<file path="src/rtl/clk_mode_ctrl.sv">
module clk_mode_ctrl #(
  parameter int NUM_RST = 5
) (
  input  logic               clk,
  input  logic               rst_n,
  input  logic [NUM_RST-1:0] rst_src,
  input  logic               main_stop,
  input  logic               main_sel,
  input  logic               main_stat,
  input  logic               sub_sel,
  input  logic               int_stop,
  input  logic               osc_stable,
  input  logic               halt_req,
  input  logic               stop_req,
  input  logic               irq,
  input  logic               strap_int_swstop,
  output logic               main_osc_en,
  output logic               int_osc_en,
  output logic [1:0]         clk_sel,
  output logic               wdt_clk_en,
  output logic [2:0]         status,
  output logic               err
);
  localparam logic [2:0] ST_INT_ONLY  = 3'd1;
  localparam logic [2:0] ST_INT_MAIN  = 3'd2;
  localparam logic [2:0] ST_MAIN      = 3'd3;
  localparam logic [2:0] ST_SUB       = 3'd4;
  localparam logic [2:0] ST_SUB_NOINT = 3'd5;
  localparam logic [2:0] ST_HALT      = 3'd6;
  localparam logic [2:0] ST_STOP      = 3'd7;

  logic [2:0] st, st_n, ret, ret_n;
  logic       stab, stab_clr, err_q, err_n;
  logic [3:0] prev, ctl, chg, rise, fall;
  logic       multi, run, main_on, rst_any;
  logic [2:0] eff;

  assign ctl     = {int_stop, sub_sel, main_sel, main_stop};
  assign chg     = ctl ^ prev;
  assign rise    = chg & ctl;
  assign fall    = chg & ~ctl;
  assign multi   = (chg & (chg - 4'd1)) != 4'd0;
  assign run     = (st != ST_HALT) && (st != ST_STOP);
  assign eff     = run ? st : ret;
  assign rst_any = |rst_src;
  assign main_on = (st != ST_STOP) && (eff != ST_INT_ONLY);

  always_comb begin
    st_n     = st;
    ret_n    = ret;
    err_n    = 1'b0;
    stab_clr = 1'b0;
    if (!run) begin
      if (irq) st_n = ret;
    end else if (stop_req) begin
      st_n     = ST_STOP;
      ret_n    = st;
      stab_clr = 1'b1;
    end else if (halt_req) begin
      st_n  = ST_HALT;
      ret_n = st;
    end else if (chg != 4'd0) begin
      err_n = 1'b1;
      if (!multi) begin
        unique case (st)
          ST_INT_ONLY:
            if (fall[0]) begin st_n = ST_INT_MAIN; stab_clr = 1'b1; err_n = 1'b0; end
          ST_INT_MAIN:
            if (rise[0] && !main_stat) begin st_n = ST_INT_ONLY; err_n = 1'b0; end
            else if (rise[1] && stab) begin st_n = ST_MAIN; err_n = 1'b0; end
          ST_MAIN:
            if (fall[1]) begin st_n = ST_INT_MAIN; err_n = 1'b0; end
            else if (rise[2] && main_stat) begin st_n = ST_SUB; err_n = 1'b0; end
          ST_SUB:
            if (fall[2]) begin st_n = ST_MAIN; err_n = 1'b0; end
            else if (rise[3]) begin st_n = ST_SUB_NOINT; err_n = 1'b0; end
          ST_SUB_NOINT:
            if (fall[3]) begin st_n = ST_SUB; err_n = 1'b0; end
          default: ;
        endcase
      end
    end
  end

  always_ff @(posedge clk or negedge rst_n) begin
    if (!rst_n) begin
      st    <= ST_INT_MAIN;
      ret   <= ST_INT_MAIN;
      stab  <= 1'b0;
      prev  <= 4'd0;
      err_q <= 1'b0;
    end else if (rst_any) begin
      st    <= ST_INT_MAIN;
      ret   <= ST_INT_MAIN;
      stab  <= 1'b0;
      prev  <= 4'd0;
      err_q <= 1'b0;
    end else begin
      st    <= st_n;
      ret   <= ret_n;
      prev  <= ctl;
      err_q <= err_n;
      if (stab_clr)                stab <= 1'b0;
      else if (osc_stable && main_on) stab <= 1'b1;
    end
  end

  assign status      = st;
  assign err         = err_q;
  assign clk_sel     = (eff == ST_MAIN) ? 2'd1 : (eff >= ST_SUB) ? 2'd2 : 2'd0;
  assign main_osc_en = main_on;
  assign int_osc_en  = (eff != ST_SUB_NOINT);
  assign wdt_clk_en  = int_osc_en && !(strap_int_swstop && !run);


  err_keeps_status_chk: assert property (@(posedge clk) disable iff (!rst_n)
    err |-> status == $past(status));

  no_int_to_sub_chk: assert property (@(posedge clk) disable iff (!rst_n)
    (st == ST_INT_ONLY || st == ST_INT_MAIN) |=> !(st == ST_SUB || st == ST_SUB_NOINT));

  stab_gate_chk: assert property (@(posedge clk) disable iff (!rst_n)
    (st == ST_INT_MAIN && !stab) |=> st != ST_MAIN);

  sub_needs_main_chk: assert property (@(posedge clk) disable iff (!rst_n)
    (st == ST_MAIN && !main_stat) |=> st != ST_SUB);

  main_stop_gate_chk: assert property (@(posedge clk) disable iff (!rst_n)
    (st == ST_INT_MAIN && main_stat) |=> st != ST_INT_ONLY);
endmodule

</file>
<file path="config.mk">
export PLATFORM = sky130hd
export DESIGN_NAME = clk_mode_ctrl
export DESIGN_NICKNAME = d
export VERILOG_FILES = /design/src/rtl/clk_mode_ctrl.sv
export SDC_FILE = /design/constraint.sdc
export NUM_CORES = 1
export LEC_CHECK = 0
export BUFFER_PORTS_ARGS = -buffer_cell sky130_fd_sc_hd__buf_2
export CAP_MARGIN = 40
export CELL_PAD_IN_SITES_DETAIL_PLACEMENT = 0
export CELL_PAD_IN_SITES_GLOBAL_PLACEMENT = 2
export CORE_ASPECT_RATIO = 1.75
export CORE_MARGIN = 1
export CORE_UTILIZATION = 28
export DETAILED_ROUTE_END_ITERATION = 8
export PLACE_DENSITY = 0.78
export SLEW_MARGIN = 10
export SYNTH_ARGS = -nofsm -noshare
export SYNTH_HDL_FRONTEND = slang
export SYNTH_SLANG_ARGS = --single-unit
</file>
<file path="constraint.sdc">
create_clock -name clk -period 1.9 [get_ports clk]
set_clock_uncertainty 0.05 [all_clocks]
set_input_delay 0.095 -clock clk [delete_from_list [all_inputs] [get_ports clk]]
set_output_delay 0.095 -clock clk [all_outputs]
set_load 0.05 [all_outputs]
</file>
Word level (Yosys, flattened, before mapping)
Cells that the tools add are included.
W data, S select, Z words.
{"block": "op_classes", "n_eq_ne": 18, "n_reduce_logical": 20, "addsub": 1, "n_bitwise": 5, "n_mux": 49, "magnitude_cmp": 1}
{"operator": "$mux W3", "n": 20}
{"operator": "$mux W1", "n": 24}
{"operator": "$ne A7 B7 Y1 const B", "n": 3}
{"operator": "$pmux W3 S5", "n": 1}
{"operator": "$and A4 B4 Y4", "n": 3}
{"operator": "$ne A6 B6 Y1 const B", "n": 2}
{"operator": "$eq A3 B2 Y1 const B", "n": 3}
{"operator": "$ne A3 B3 Y1 const B", "n": 3}
{"operator": "$ne A9 B3 Y1 const B", "n": 1}
{"operator": "$reduce_and A9 Y1", "n": 1}
{"operator": "$reduce_bool A3 Y1", "n": 3}
{"operator": "$logic_and A1 B1 Y1", "n": 8}
{"operator": "$reduce_bool A4 Y1", "n": 2}
{"operator": "$eq A3 B3 Y1 const B", "n": 2}
{"operator": "$ne A5 B3 Y1 const B", "n": 1}
{"operator": "$ne A5 B4 Y1 const B", "n": 1}
{"operator": "$pmux W1 S5", "n": 1}
{"operator": "$reduce_or A5 Y1", "n": 1}
{"operator": "$mux W2", "n": 2}
{"operator": "$mux W4", "n": 1}
{"operator": "$not A4 Y4", "n": 1}
{"operator": "$sub A4 B1 Y4 const B", "n": 1}
{"operator": "$xor A4 B4 Y4", "n": 1}
{"operator": "$eq A3 B1 Y1 const B", "n": 1}
{"operator": "5 further kinds", "n": 7}
{"block": "word_totals", "word_cells": 99, "in_bits": 17, "regBits": 12, "output_inout_bits": 9}

Depth between registers and ports, before layout
Gate-level depths: netlist of the first run.
{"block": "logic_depth", "word_depth": 12, "ltp_mapped": 7, "ltp_nobuf": 7}

Worst setup path after synthesis of the first run
OpenSTA, ideal clock, no wires.
{"block": "synth_timing", "path_kind": "flip-flop to output port", "start": "register st[1], in the netlist status[1]", "end": "output port wdt_clk_en", "arrival_ns": 2.564, "path_stages_with_launch": 5, "setup_slack_ns": -0.809, "t_required_ns": 1.755, "path_cell_list": "dfstp_2 ha_1 clkbuf_1 mux2_2 a22oi_1"}
{"block": "synth_between", "elab_chain_len": 6}
{"item": "from (decl)", "line": "32", "source": "logic [2:0] st, st_n, ret, ret_n;"}
{"item": "from (signal assigned)", "line": "99", "source": "st <= st_n;"}
{"item": "parallel branches: the longest is 5 deep, another holds $ne A3 B3 Y1"}
{"item": "$logic_and A1 B1 Y1 (*)", "line": "113", "source": "assign wdt_clk_en = int_osc_en && !(strap_int_swstop && !run);"}
{"item": "to (decl)", "line": "20", "source": "output logic wdt_clk_en,"}
Mark *: on every way between the ends.

Final worst setup path of the first run
Same ends and word-level chain as after synthesis.

==> results by group, run 1 <==
Status
  • Status: finished, violations left
  • Failing checks: negative setup slack

Global routing
  • First-pass GRT wire length: around 5000 um
  • Largest net degree at the start of global routing: 13
  • GRT Total Usage: 0.166
  • GRT overflow: 0
  • Initial antenna violation count: 0
  • Vias in the first global route: 1064

Power and ir drop
  • Leakage power total: 0.702 nW
  • Pwr dens: between 400 and 500 mW/mm^2
  • Worst IR Drop VDD: about 0.36 mV

Placement
  • Port-buffer cells: 25
  • GPL Wtd Cong: 0.870
  • Dpl cells: 202
  • Hpwl dp: about 2600 um

Setup path
  • R2R cell count: 5
  • Crit Path Category: register to output port
  • Setup crit end kind: output port
  • Crit Path Max Fanout: 8
  • Startpoint Class: register
  • Worst Path Required: ~1800 ps
  • CP Data Arrival Time: 1820 ps

STA
  • RSZ-0062 raised after global routing: yes
  • Fin crit share: 1.04
  • Final setup violating endpoints: 4
  • Worst Tran Pin Value: 450 ps
  • Max-slew violation count: 0
  • Final setup margin: -66.9 ps
  • Maximum clock frequency: 508 MHz
  • Final hold slack: 103 ps
  • Slew margin rel.: 0.699
  • Tmin final: 1970 ps
  • Hold Fails Final Rpt: 0

Floorplanning
  • Standard-cell rows: 29
  • Core Area: around 0.0036 mm^2
  • Die Ht: 83.2 um
  • Die area: between 0.004 and 0.005 mm^2
  • Num ports: 26
  • Die Wd: 48.4 um
  • Starting Density: 0.291

Routing
  • Post-DR vias/cell: 4.98
  • Via Count: 1050
  • Final wirelength: between 3000 and 4000 um
  • DRC: 0
  • Post-route ant nets: 0
  • Initial DRT Pass Iterations: 4
  • WL/cell: 14.7 um
  • Initial drt markers: 20

Yosys
  • Cell count after synthesis: 118
  • Syn nets: about 140
  • Ys Warns: 0
  • Yosys top cell area share: 0.237
  • Synth top area cells: dfrtp_1 24%, ha_1 11%, dfstp_2 5.0%
  • Distinct cells, synth: 44
  • Synthesized cell area: 0.00105 mm^2
  • Mapped Avg Cell Area: 8.94 um^2
  • Post-synthesis sequential area ratio: 0.287
  • #FFs+latches synth: 12
  • Leading area contributor after synthesis: dfrtp_1

Finish
  • Antenna Diode Count: 0
  • Final net count: 192
  • Area Growth Syn to Fin: 51.1%
  • Fillers: 364
  • Final non-filler cell total: 211
  • Share of cells above drive strength 1: 0.467

Clock network
  • CTS H-tree depth: 1
  • Clock transition at the registers of the reported paths: 60 ps
  • CTS sink cnt: 12
  • Clock Path Buffers: 2
  • Root buffer cell: clkbuf_8
  • CTS Buf Count: 3
  • CTS tree: yes
  • Latest clock arrival within the worst-skew pair: roughly 240 ps

Hold path
  • Worst hold path class: primary input to register
  • Hold-critical path depth: 3

Run
  • MaxCap Viol Count: 0
critical path, cell delays in order (launching register included):
cell and delay [ps]:
dfstp_4 670, ha_4 160, buf_12 110, mux2_4 310
a22oi_2 140, buf_6 180
per-stage QoR:
| step | total power, mW | setup slack [ps] | utilization | area (um^2) | setup TNS (ps) |
|---|---|---|---|---|---|
| finish | 0.690 | -66.9 | 0.439 | 1590 | -198 |
| detailed placement | 0.387 | -82.3 | 0.382 | 1390 | -241 |
| floorplan | 0.333 | -199 | - | 1110 | -552 |
| CTS | 0.690 | -74.8 | 0.425 | 1540 | -128 |
| global placement | 0.385 | -46.8 | 0.382 | 1390 | -81.7 |
| global route | 0.721 | -126 | 0.439 | 1590 | -630 |
worst paths after layout:
| kind | startpoint | to | slack, ps |
|---|---|---|---|
| max | status[1] | wdt_clk_en | -70 |
| min | main_stop | prev[0] | 100 |
| max reg2reg | status[1] | status[2] | -60 |
| min reg2reg | stab | stab | 530 |
| max in group asynchronous | rst_n | status[1] | 1310 |
| min in group asynchronous | rst_n | ret[0] | 210 |
registers in the layout, summed over array words and instances, names as in the netlist:
register,count
prev,4
ret,3
status,3
err,1
stab,1
placed cells by master, fill, tap and decap left out, types with 3 or more instances in the layout:
master	count
nor2_1	12
nand2_1	7
nor2b_1	4
nand3_1	3
buf_4	20
clkbuf_8	4
buf_2	21
nor3_1	5
dfrtp_1	9
ha_4	5
inv_1	10
a21oi_1	8
ha_1	4
buf_6	5
final cells by class:
cell class | count | area (um^2) | area share
sequential | 12 | 308 | 0.193
timing repair buffer | 48 | 342 | 0.214
clock buffer | 4 | 55.1 | 0.0345
inverter | 10 | 37.5 | 0.0235
multi-input combinational | 91 | 795 | 0.498
tap | 46 | 57.6 | 0.0361
timing repair:
item | CTS | global route
buffers inserted | 3 | 1
setup endpoints to repair | 7 | 8
gates resized for setup | 16 | 7
hold endpoints to repair | 12 | 0
hold buffers | 1 | 0
pin swaps | 5 | 2
cells in the mapped netlist:
| master | count |
|---|---|
| dfrtp_1 | 10 |
| nand2_1 | 8 |
| clkbuf_1 | 1 |
| mux2i_1 | 2 |
| ha_1 | 9 |
| buf_2 | 1 |
| o311a_2 | 1 |
| xnor2_1 | 1 |
| nor4_1 | 1 |
| o22ai_1 | 1 |
| o21bai_1 | 1 |
| a2bb2oi_1 | 1 |
| nor2b_4 | 1 |
| dfstp_2 | 2 |
| o21ai_0 | 4 |
| a221o_2 | 1 |
| or4_1 | 1 |
| a22oi_1 | 2 |
| buf_6 | 3 |
| a31oi_1 | 2 |
| mux2_4 | 1 |
| a41oi_2 | 1 |
| a21oi_1 | 9 |
| mux2_2 | 1 |
| nand4_1 | 1 |
| nor3b_2 | 2 |
| and2b_1 | 1 |
| inv_1 | 10 |
| o31ai_1 | 1 |
| and2b_2 | 1 |
| and2_1 | 1 |
| a41oi_1 | 1 |
| o211ai_1 | 2 |
| a31oi_2 | 1 |
| a32oi_4 | 1 |
| nor3_1 | 5 |
| nand3_1 | 3 |
| o311ai_0 | 1 |
| nand2b_1 | 1 |
| nor2_1 | 12 |
| nor2b_1 | 5 |
| and4bb_1 | 1 |
| nand4b_1 | 2 |
| or3_1 | 1 |
where the power goes:
group	internal, mW	switching, mW
Sequential	0.258	0.00219
Clock	0.183	0.107
Combinational	0.0687	0.0715
Total	0.510	0.180
cell families after synthesis:
| kind of cell | share of synthesized area |
|---|---|
| adders and majority gates | 0.107 |
| AOI/OAI and AO/OA | 0.222 |
| DFF | 0.287 |
| buffers and inverters | 0.0759 |
| muxes | 0.0439 |
| and+or+nand+nor | 0.256 |
| xor gates and xnor gates | 0.00831 |
routing by layer:
metal,up-vias,global-route usage,routed length (um)
met3,10,0.0128,73
met5,-,0,0
li1,526,-,-
met2,27,0.327,1790
met1,487,0.158,1070
met4,0,0.107,159
Power figures use the tool's default switching activity.
==> run 2: changes to the inputs <==
- CAP_MARGIN: 40 -> 0
- CORE_ASPECT_RATIO: 1.75 -> 0.6
- CORE_UTILIZATION: 28 -> 29
- CTS_BUF_LIST: unset -> sky130_fd_sc_hd__clkbuf_4
- PLACE_DENSITY: 0.78 -> 0.8
==> run 2 against run 1 <==
  * The run still ends with negative setup slack left
  * Cell count fell by 0.95%
  * Register-to-register slack got worse by 50 ps
  * Critical path depth grew 1
  * Fmax fell by 2.0%
  * Count of clock-buffer cells in the layout stayed put
  * Total power shrank 15%
  * Routed wire length rose by 3.2%
  * Worst setup slack worse by 41 ps
  * Non-clock buffer count fell by 1
  * Clock power decreased by 36%
  * Via count down 3.5%
  * Combinational power about the same
==> results by group, run 2 (synthesis gave the netlist of run 1 again) <==
Status
  • Status: finished, violations left (unchanged)
  • Failing checks: negative setup slack (unchanged)

Placement
  • DP Worst Slack: -61.1 ps (was -82.3 ps)
  • Port-buffer cells: 25 (unchanged)
  • Dpl cells: 197 (was 202)
  • Hpwl dp: 2430 um (was 2570 um)
  • GPL Wtd Cong: 0.839 (was 0.870)

Setup path
  • Startpoint Class: register (unchanged)
  • R2R Path Start: status[1] (unchanged)
  • Crit Path Category: register to register (was register to output port)
  • Setup crit end kind: register (was output port)
  • R2R setup slack: -110 ps (was -60 ps)
  • Worst Path Required: 2060 ps (was 1750 ps)
  • Slowest CP cell: dfstp_4 (unchanged)
  • CP cell instances: buf_4, nor2b_4, a221o_2, a21oi_1, or4_4, a21oi_2 (was ha_4, buf_12, mux2_4, a22oi_2, buf_6)
  • CP Data Arrival Time: 2170 ps (was 1820 ps)
  • Crit Path Max Fanout: 4 (was 8)
  • R2R cell count: 6 (was 5)
  • End of the worst register-to-register path: status[2] (unchanged)
  • Critical path's largest stage delay: 660 ps (was 670 ps)

Finish
  • Most common cell after layout, fill and taps aside: buf_2 (unchanged)
  • Max reg flops: 4 (unchanged)
  • Multi-input logic area: 810 um^2 (was 795 um^2)
  • Area Growth Syn to Fin: 49.2% (was 51.1%)
  • Final net count: 191 (was 192)
  • Final non-filler cell total: 209 (was 211)
  • FF/Latch Area: 308 um^2 (unchanged)
  • Share of cells above drive strength 1: 0.476 (was 0.467)
  • Final Util: 0.468 (was 0.439)
  • Fillers: 328 (was 364)
  • Commonest non-fill, non-tap cells in the layout: 21 x buf_2, 17 x buf_4, 12 x nor2_1 (was 21 x buf_2, 20 x buf_4, 12 x nor2_1)
  • Antenna Diode Count: 0 (unchanged)
  • Largest register by flop count: prev (unchanged)

Routing
  • Wl on met1: 1710 um (was 1070 um)
  • DRC: 0 (unchanged)
  • Initial drt markers: 59 (was 20)
  • WL/cell: 15.3 um (was 14.7 um)
  • Met3 Wirelength: 190 um (was 73 um)
  • Post-route ant nets: 0 (unchanged)
  • Final wirelength: 3200 um (was 3100 um)
  • Via Count: 1013 (was 1050)
  • Routed wl met2: 1280 um (was 1790 um)
  • Initial DRT Pass Iterations: 4 (unchanged)
  • DR top layer: met4 (unchanged)
  • Post-DR vias/cell: 4.85 (was 4.98)

Floorplanning
  • Die Wd: 79.9 um (was 48.4 um)
  • Starting Density: 0.314 (was 0.291)
  • Die area: 0.00389 mm^2 (was 0.00403 mm^2)
  • Core Area: 0.00336 mm^2 (was 0.00363 mm^2)
  • Num ports: 26 (unchanged)
  • Die Ht: 48.7 um (was 83.2 um)
  • Standard-cell rows: 16 (was 29)

Hold path
  • Hold-critical path depth: 3 (unchanged)
  • Worst hold path class: primary input to register (unchanged)
  • Hold path start: main_stop (unchanged)
  • Worst hold endpoint: prev[0] (unchanged)

Global routing
  • Vias in the first global route: 990 (was 1064)
  • First-pass GRT wire length: 4980 um (was 5040 um)
  • Initial antenna violation count: 0 (unchanged)
  • GRT overflow: 0 (unchanged)
  • Largest net degree at the start of global routing: 13 (unchanged)
  • GRT Total Usage: 0.172 (was 0.166)

STA
  • RSZ-0062 raised after global routing: yes (unchanged)
  • Maximum clock frequency: 498 MHz (was 508 MHz)
  • Hold Fails Final Rpt: 0 (unchanged)
  • Worst Tran Pin Value: 432 ps (was 450 ps)
  • Max-slew violation count: 0 (unchanged)
  • Setup tns final: -387 ps (was -198 ps)
  • Final setup violating endpoints: 7 (was 4)
  • Final setup margin: -108 ps (was -66.9 ps)
  • Tmin final: 2010 ps (was 1970 ps)
  • Fin crit share: 1.06 (was 1.04)
  • Slew margin rel.: 0.711 (was 0.699)

Power and ir drop
  • Pwr dens: 371 mW/mm^2 (was 433 mW/mm^2)
  • Power Total: 584 uW (was 690 uW)
  • Leakage power total: 0.694 nW (was 0.702 nW)
  • Worst IR Drop VDD: 0.217 mV (was 0.356 mV)

Clock network
  • CTS tree: yes (unchanged)
  • CTS Buf Count: 3 (unchanged)
  • Latest clock arrival within the worst-skew pair: 280 ps (was 240 ps)
  • Clock Path Buffers: 2 (unchanged)
  • Root buffer cell: clkbuf_4 (was clkbuf_8)
  • Clock transition at the registers of the reported paths: 80 ps (was 60 ps)
  • CTS sink cnt: 12 (unchanged)
  • CTS H-tree depth: 1 (unchanged)

Run
  • MaxCap Viol Count: 0 (unchanged)
-- run 2: changes by cell type in the layout (fill, tap and decap cells not counted), moves of 3 or more --
cell      change
buf_4         -3
buf_6         +3
clkbuf_4      +4
clkbuf_8      -4
-- run 2: worst max-delay path: cells and delay by family (launching register included) --
family	cells	cell delay, ps
flops	1	660
simple gates	2	750
compound gates	3	370
buf+inv	1	110
-- run 2: how the worst max path moves through the flow --
stage	startpoint	end	slack, ps	cells past startpoint
3_5_place_dp	prev[3]	status[2]	-60	6
4_1_cts	status[1]	status[2]	-120	6
6_report	status[1]	status[2]	-110	6
2_1_floorplan	status[1]	wdt_clk_en	-200	4
3_3_place_gp	prev[3]	status[2]	-40	6
5_1_grt	status[1]	status[2]	-200	6
-- run 2: layout make-up --
class,count,share of cell area
tap,45,0.0358
timing repair buffer,47,0.211
clock buffer,4,0.0191
inverter,10,0.0238
sequential,12,0.196
multi-input combinational,91,0.514
-- run 2: power by group --
part           internal, mW  switching, mW  leakage [nW]
registers             0.257        0.00236         0.159
logic                0.0662         0.0722         0.517
clock network        0.0957         0.0907        0.0184
total                 0.419          0.165         0.694
-- run 2: per-stage QoR --
step	cell area, um^2	hold WS [ps]
2_1_floorplan	1110	-251
3_3_place_gp	1340	-41.4
3_5_place_dp	1340	-44.1
4_1_cts	1470	12.3
5_1_grt	1570	38.4
6_report	1570	24.0
-- run 2: repair_timing --
item / in CTS / in global routing
setup endpoints to repair: 7 / 9
endpoints found under the hold margin: 12 / 0
pin swaps: 4 / 6
setup buffers: 3 / 4
hold buffers: 1 / 0
gates resized for setup: 18 / 13
-- run 2: routing by layer --
metal | track usage | vias to the layer above
li1 | - | 519
met1 | 0.270 | 461
met2 | 0.232 | 29
met3 | 0.0472 | 4
met4 | 0.0268 | 0
met5 | 0 | -
==> run 3: changes to the inputs <==
- BUFFER_PORTS_ARGS: -buffer_cell sky130_fd_sc_hd__buf_2 -> unset
- CORE_UTILIZATION: 29 -> 35
- DONT_BUFFER_PORTS: unset -> 1
==> run 3 against run 2 <==
  * The flow still finishes with violations (negative setup slack)
  * Sequential cell count unchanged
  * First-iteration DRC count up 34%
  * Clock power increased by 5%
  * Count of clock-buffer cells in the layout did not move
  * Critical path type unchanged
  * Largest power group unchanged
==> results by group, run 3 (synthesis gave the netlist of run 1 again) <==
Setup path
  • Worst Path Required: 2070 ps (was 2060 ps)
  • Crit Path Category: register to register (unchanged)
  • R2R cell count: 6 (unchanged)
  • R2R setup slack: -180 ps (was -110 ps)
  • Crit Path Max Fanout: 6 (was 4)
  • CP Data Arrival Time: 2240 ps (was 2170 ps)
  • CP cell instances: buf_6, and4bb_1, a31oi_4, a41oi_2, or4_1, a21oi_2 (was buf_4, nor2b_4, a221o_2, a21oi_1, or4_4, a21oi_2)
  • Critical path's largest stage delay: 650 ps (was 660 ps)
  • CP startpoint: status[1] (unchanged)
  • R2R Path Start: status[1] (unchanged)
  • Slowest CP cell: dfstp_4 (unchanged)
  • Startpoint Class: register (unchanged)
  • End of the worst register-to-register path: status[2] (unchanged)
  • Setup crit end kind: register (unchanged)

STA
  • Tmin final: 2080 ps (was 2010 ps)
  • Max-slew violation count: 0 (unchanged)
  • Final setup margin: -178 ps (was -108 ps)
  • Hold Fails Final Rpt: 0 (unchanged)
  • RSZ-0062 raised after global routing: yes (unchanged)
  • Final setup violating endpoints: 7 (unchanged)
  • Maximum clock frequency: 481 MHz (was 498 MHz)
  • Slew margin rel.: 0.597 (was 0.711)
  • Fin crit share: 1.09 (was 1.06)
  • Worst Tran Pin Value: 602 ps (was 432 ps)

Routing
  • Initial drt markers: 79 (was 59)
  • Final wirelength: 3150 um (was 3200 um)
  • Post-DR vias/cell: 5.20 (was 4.85)
  • Via Count: 1040 (was 1013)
  • Initial DRT Pass Iterations: 4 (unchanged)
  • Post-route ant nets: 0 (unchanged)
  • DRC: 0 (unchanged)
  • WL/cell: 15.8 um (was 15.3 um)

Clock network
  • Clock Path Buffers: 2 (unchanged)
  • CTS sink cnt: 12 (unchanged)
  • CTS H-tree depth: 1 (unchanged)
  • Latest clock arrival within the worst-skew pair: 290 ps (was 280 ps)
  • CTS Buf Count: 3 (unchanged)
  • Root buffer cell: clkbuf_4 (unchanged)
  • Clock transition at the registers of the reported paths: 90 ps (was 80 ps)
  • CTS tree: yes (unchanged)

Floorplanning
  • Die area: 0.00324 mm^2 (was 0.00389 mm^2)
  • Die Ht: 44.5 um (was 48.7 um)
  • Core Area: 0.00287 mm^2 (was 0.00336 mm^2)
  • Die Wd: 72.9 um (was 79.9 um)
  • Num ports: 26 (unchanged)
  • Starting Density: 0.367 (was 0.314)
  • Standard-cell rows: 15 (was 16)

Global routing
  • Initial antenna violation count: 0 (unchanged)
  • First-pass GRT wire length: 5310 um (was 4980 um)
  • Largest net degree at the start of global routing: 13 (unchanged)
  • GRT Total Usage: 0.228 (was 0.172)
  • Vias in the first global route: 1029 (was 990)
  • GRT overflow: 0 (unchanged)

Status
  • Status: finished, violations left (unchanged)
  • Failing checks: negative setup slack (unchanged)

Finish
  • Area Growth Syn to Fin: 53.3% (was 49.2%)
  • Max reg flops: 4 (unchanged)
  • Finished Cell Area: 0.00162 mm^2 (was 0.00157 mm^2)
  • Most common cell after layout, fill and taps aside: buf_4 (was buf_2)
  • Share of cells above drive strength 1: 0.430 (was 0.476)
  • Largest register by flop count: prev (unchanged)
  • Fillers: 255 (was 328)
  • Commonest non-fill, non-tap cells in the layout: 24 x buf_4, 12 x nor2_1, 10 x inv_1 (was 21 x buf_2, 17 x buf_4, 12 x nor2_1)
  • Antenna Diode Count: 0 (unchanged)
  • Final non-filler cell total: 200 (was 209)
  • Final net count: 185 (was 191)

Power and ir drop
  • Worst IR Drop VDD: 0.265 mV (was 0.217 mV)
  • Reg power frac: 0.445 (was 0.444)
  • Clk pwr share: 0.335 (was 0.319)
  • Int Power: 416 uW (was 419 uW)
  • Switching share of power: 0.288 (was 0.283)
  • Leakage power total: 0.686 nW (was 0.694 nW)
  • Power share of the combinational group: 0.220 (was 0.237)
  • Pwr dens: 361 mW/mm^2 (was 371 mW/mm^2)
  • P_sw: 168 uW (was 165 uW)

Hold path
  • Worst hold endpoint: err (was prev[0])
  • Hold path start: stop_req (was main_stop)
  • Hold-critical path depth: 3 (unchanged)
  • Worst hold path class: primary input to register (unchanged)

Placement
  • Dpl cells: 178 (was 197)
  • Placement Cell Area: 0.00129 mm^2 (was 0.00134 mm^2)
  • DP Worst Slack: -101 ps (was -61.1 ps)
  • Hpwl dp: 2140 um (was 2430 um)
  • Port-buffer cells: 0 (was 25)
  • GPL Wtd Cong: 0.848 (was 0.839)

Run
  • MaxCap Viol Count: 0 (unchanged)
## run 3: how the worst max path moves through the flow
stage,end,slack [ps],depth (start not counted)
after floorplan,wdt_clk_en,-200,4
after global placement,status[2],-70,6
after detailed placement,status[2],-100,6
after CTS,status[2],-140,6
after global routing,status[2],-230,6
final,status[2],-180,6
## run 3: timing repair
| action | 4_1_cts | 5_1_grt |
|---|---|---|
| endpoints found under the hold margin | 17 | 0 |
| pin swaps | 6 | 5 |
| gates cloned | 0 | 0 |
| hold buffers | 7 | 0 |
| buffers inserted | 12 | 1 |
| endpoints found under the setup margin | 9 | 9 |
| gates resized for setup | 25 | 10 |
## run 3: final cells by class
| class | instances | area [um^2] | area share |
|---|---|---|---|
| flip-flops and latches | 12 | 308 | 0.190 |
| inverters | 10 | 37.5 | 0.0232 |
| well taps | 42 | 52.6 | 0.0325 |
| repair buffers | 41 | 379 | 0.235 |
| multi-input cells | 91 | 810 | 0.501 |
| clock buffers | 4 | 30.0 | 0.0186 |
## run 3: critical path, delay by kind of cell, from the launching register on
family | cells | cell delay [ps]
flops | 1 | 650
simple gates | 2 | 670
buf+inv | 1 | 130
compound gates | 3 | 510
## run 3: layer usage
metal	part of all wire	wire length (um)	track usage	vias to the layer above
met5	0	0	0	-
met1	0.48	1530	0.334	485
met4	0.0048	15	0.0471	0
met3	0.091	287	0.0706	4
li1	-	-	-	508
met2	0.42	1320	0.325	43
## run 3: power by group through the flow
stage | combinational (mW) | sequential, mW | clock [mW]
6_report | 0.128 | 0.260 | 0.196
5_1_grt | 0.141 | 0.260 | 0.212
4_1_cts | 0.124 | 0.260 | 0.197
3_5_place_dp | 0.0936 | 0.265 | 0
3_3_place_gp | 0.0937 | 0.265 | 0
2_1_floorplan | 0.0664 | 0.266 | 0
## run 3: metrics by stage
stage / TNS, ps / util / hold WS, ps / power (mW)
2_1_floorplan: -552 / - / -251 / 0.333
3_3_place_gp: -140 / 0.451 / -250 / 0.359
3_5_place_dp: -226 / 0.451 / -250 / 0.358
4_1_cts: -463 / 0.556 / 82.6 / 0.581
5_1_grt: -1180 / 0.563 / 87.1 / 0.613
6_report: -662 / 0.563 / 88.3 / 0.583
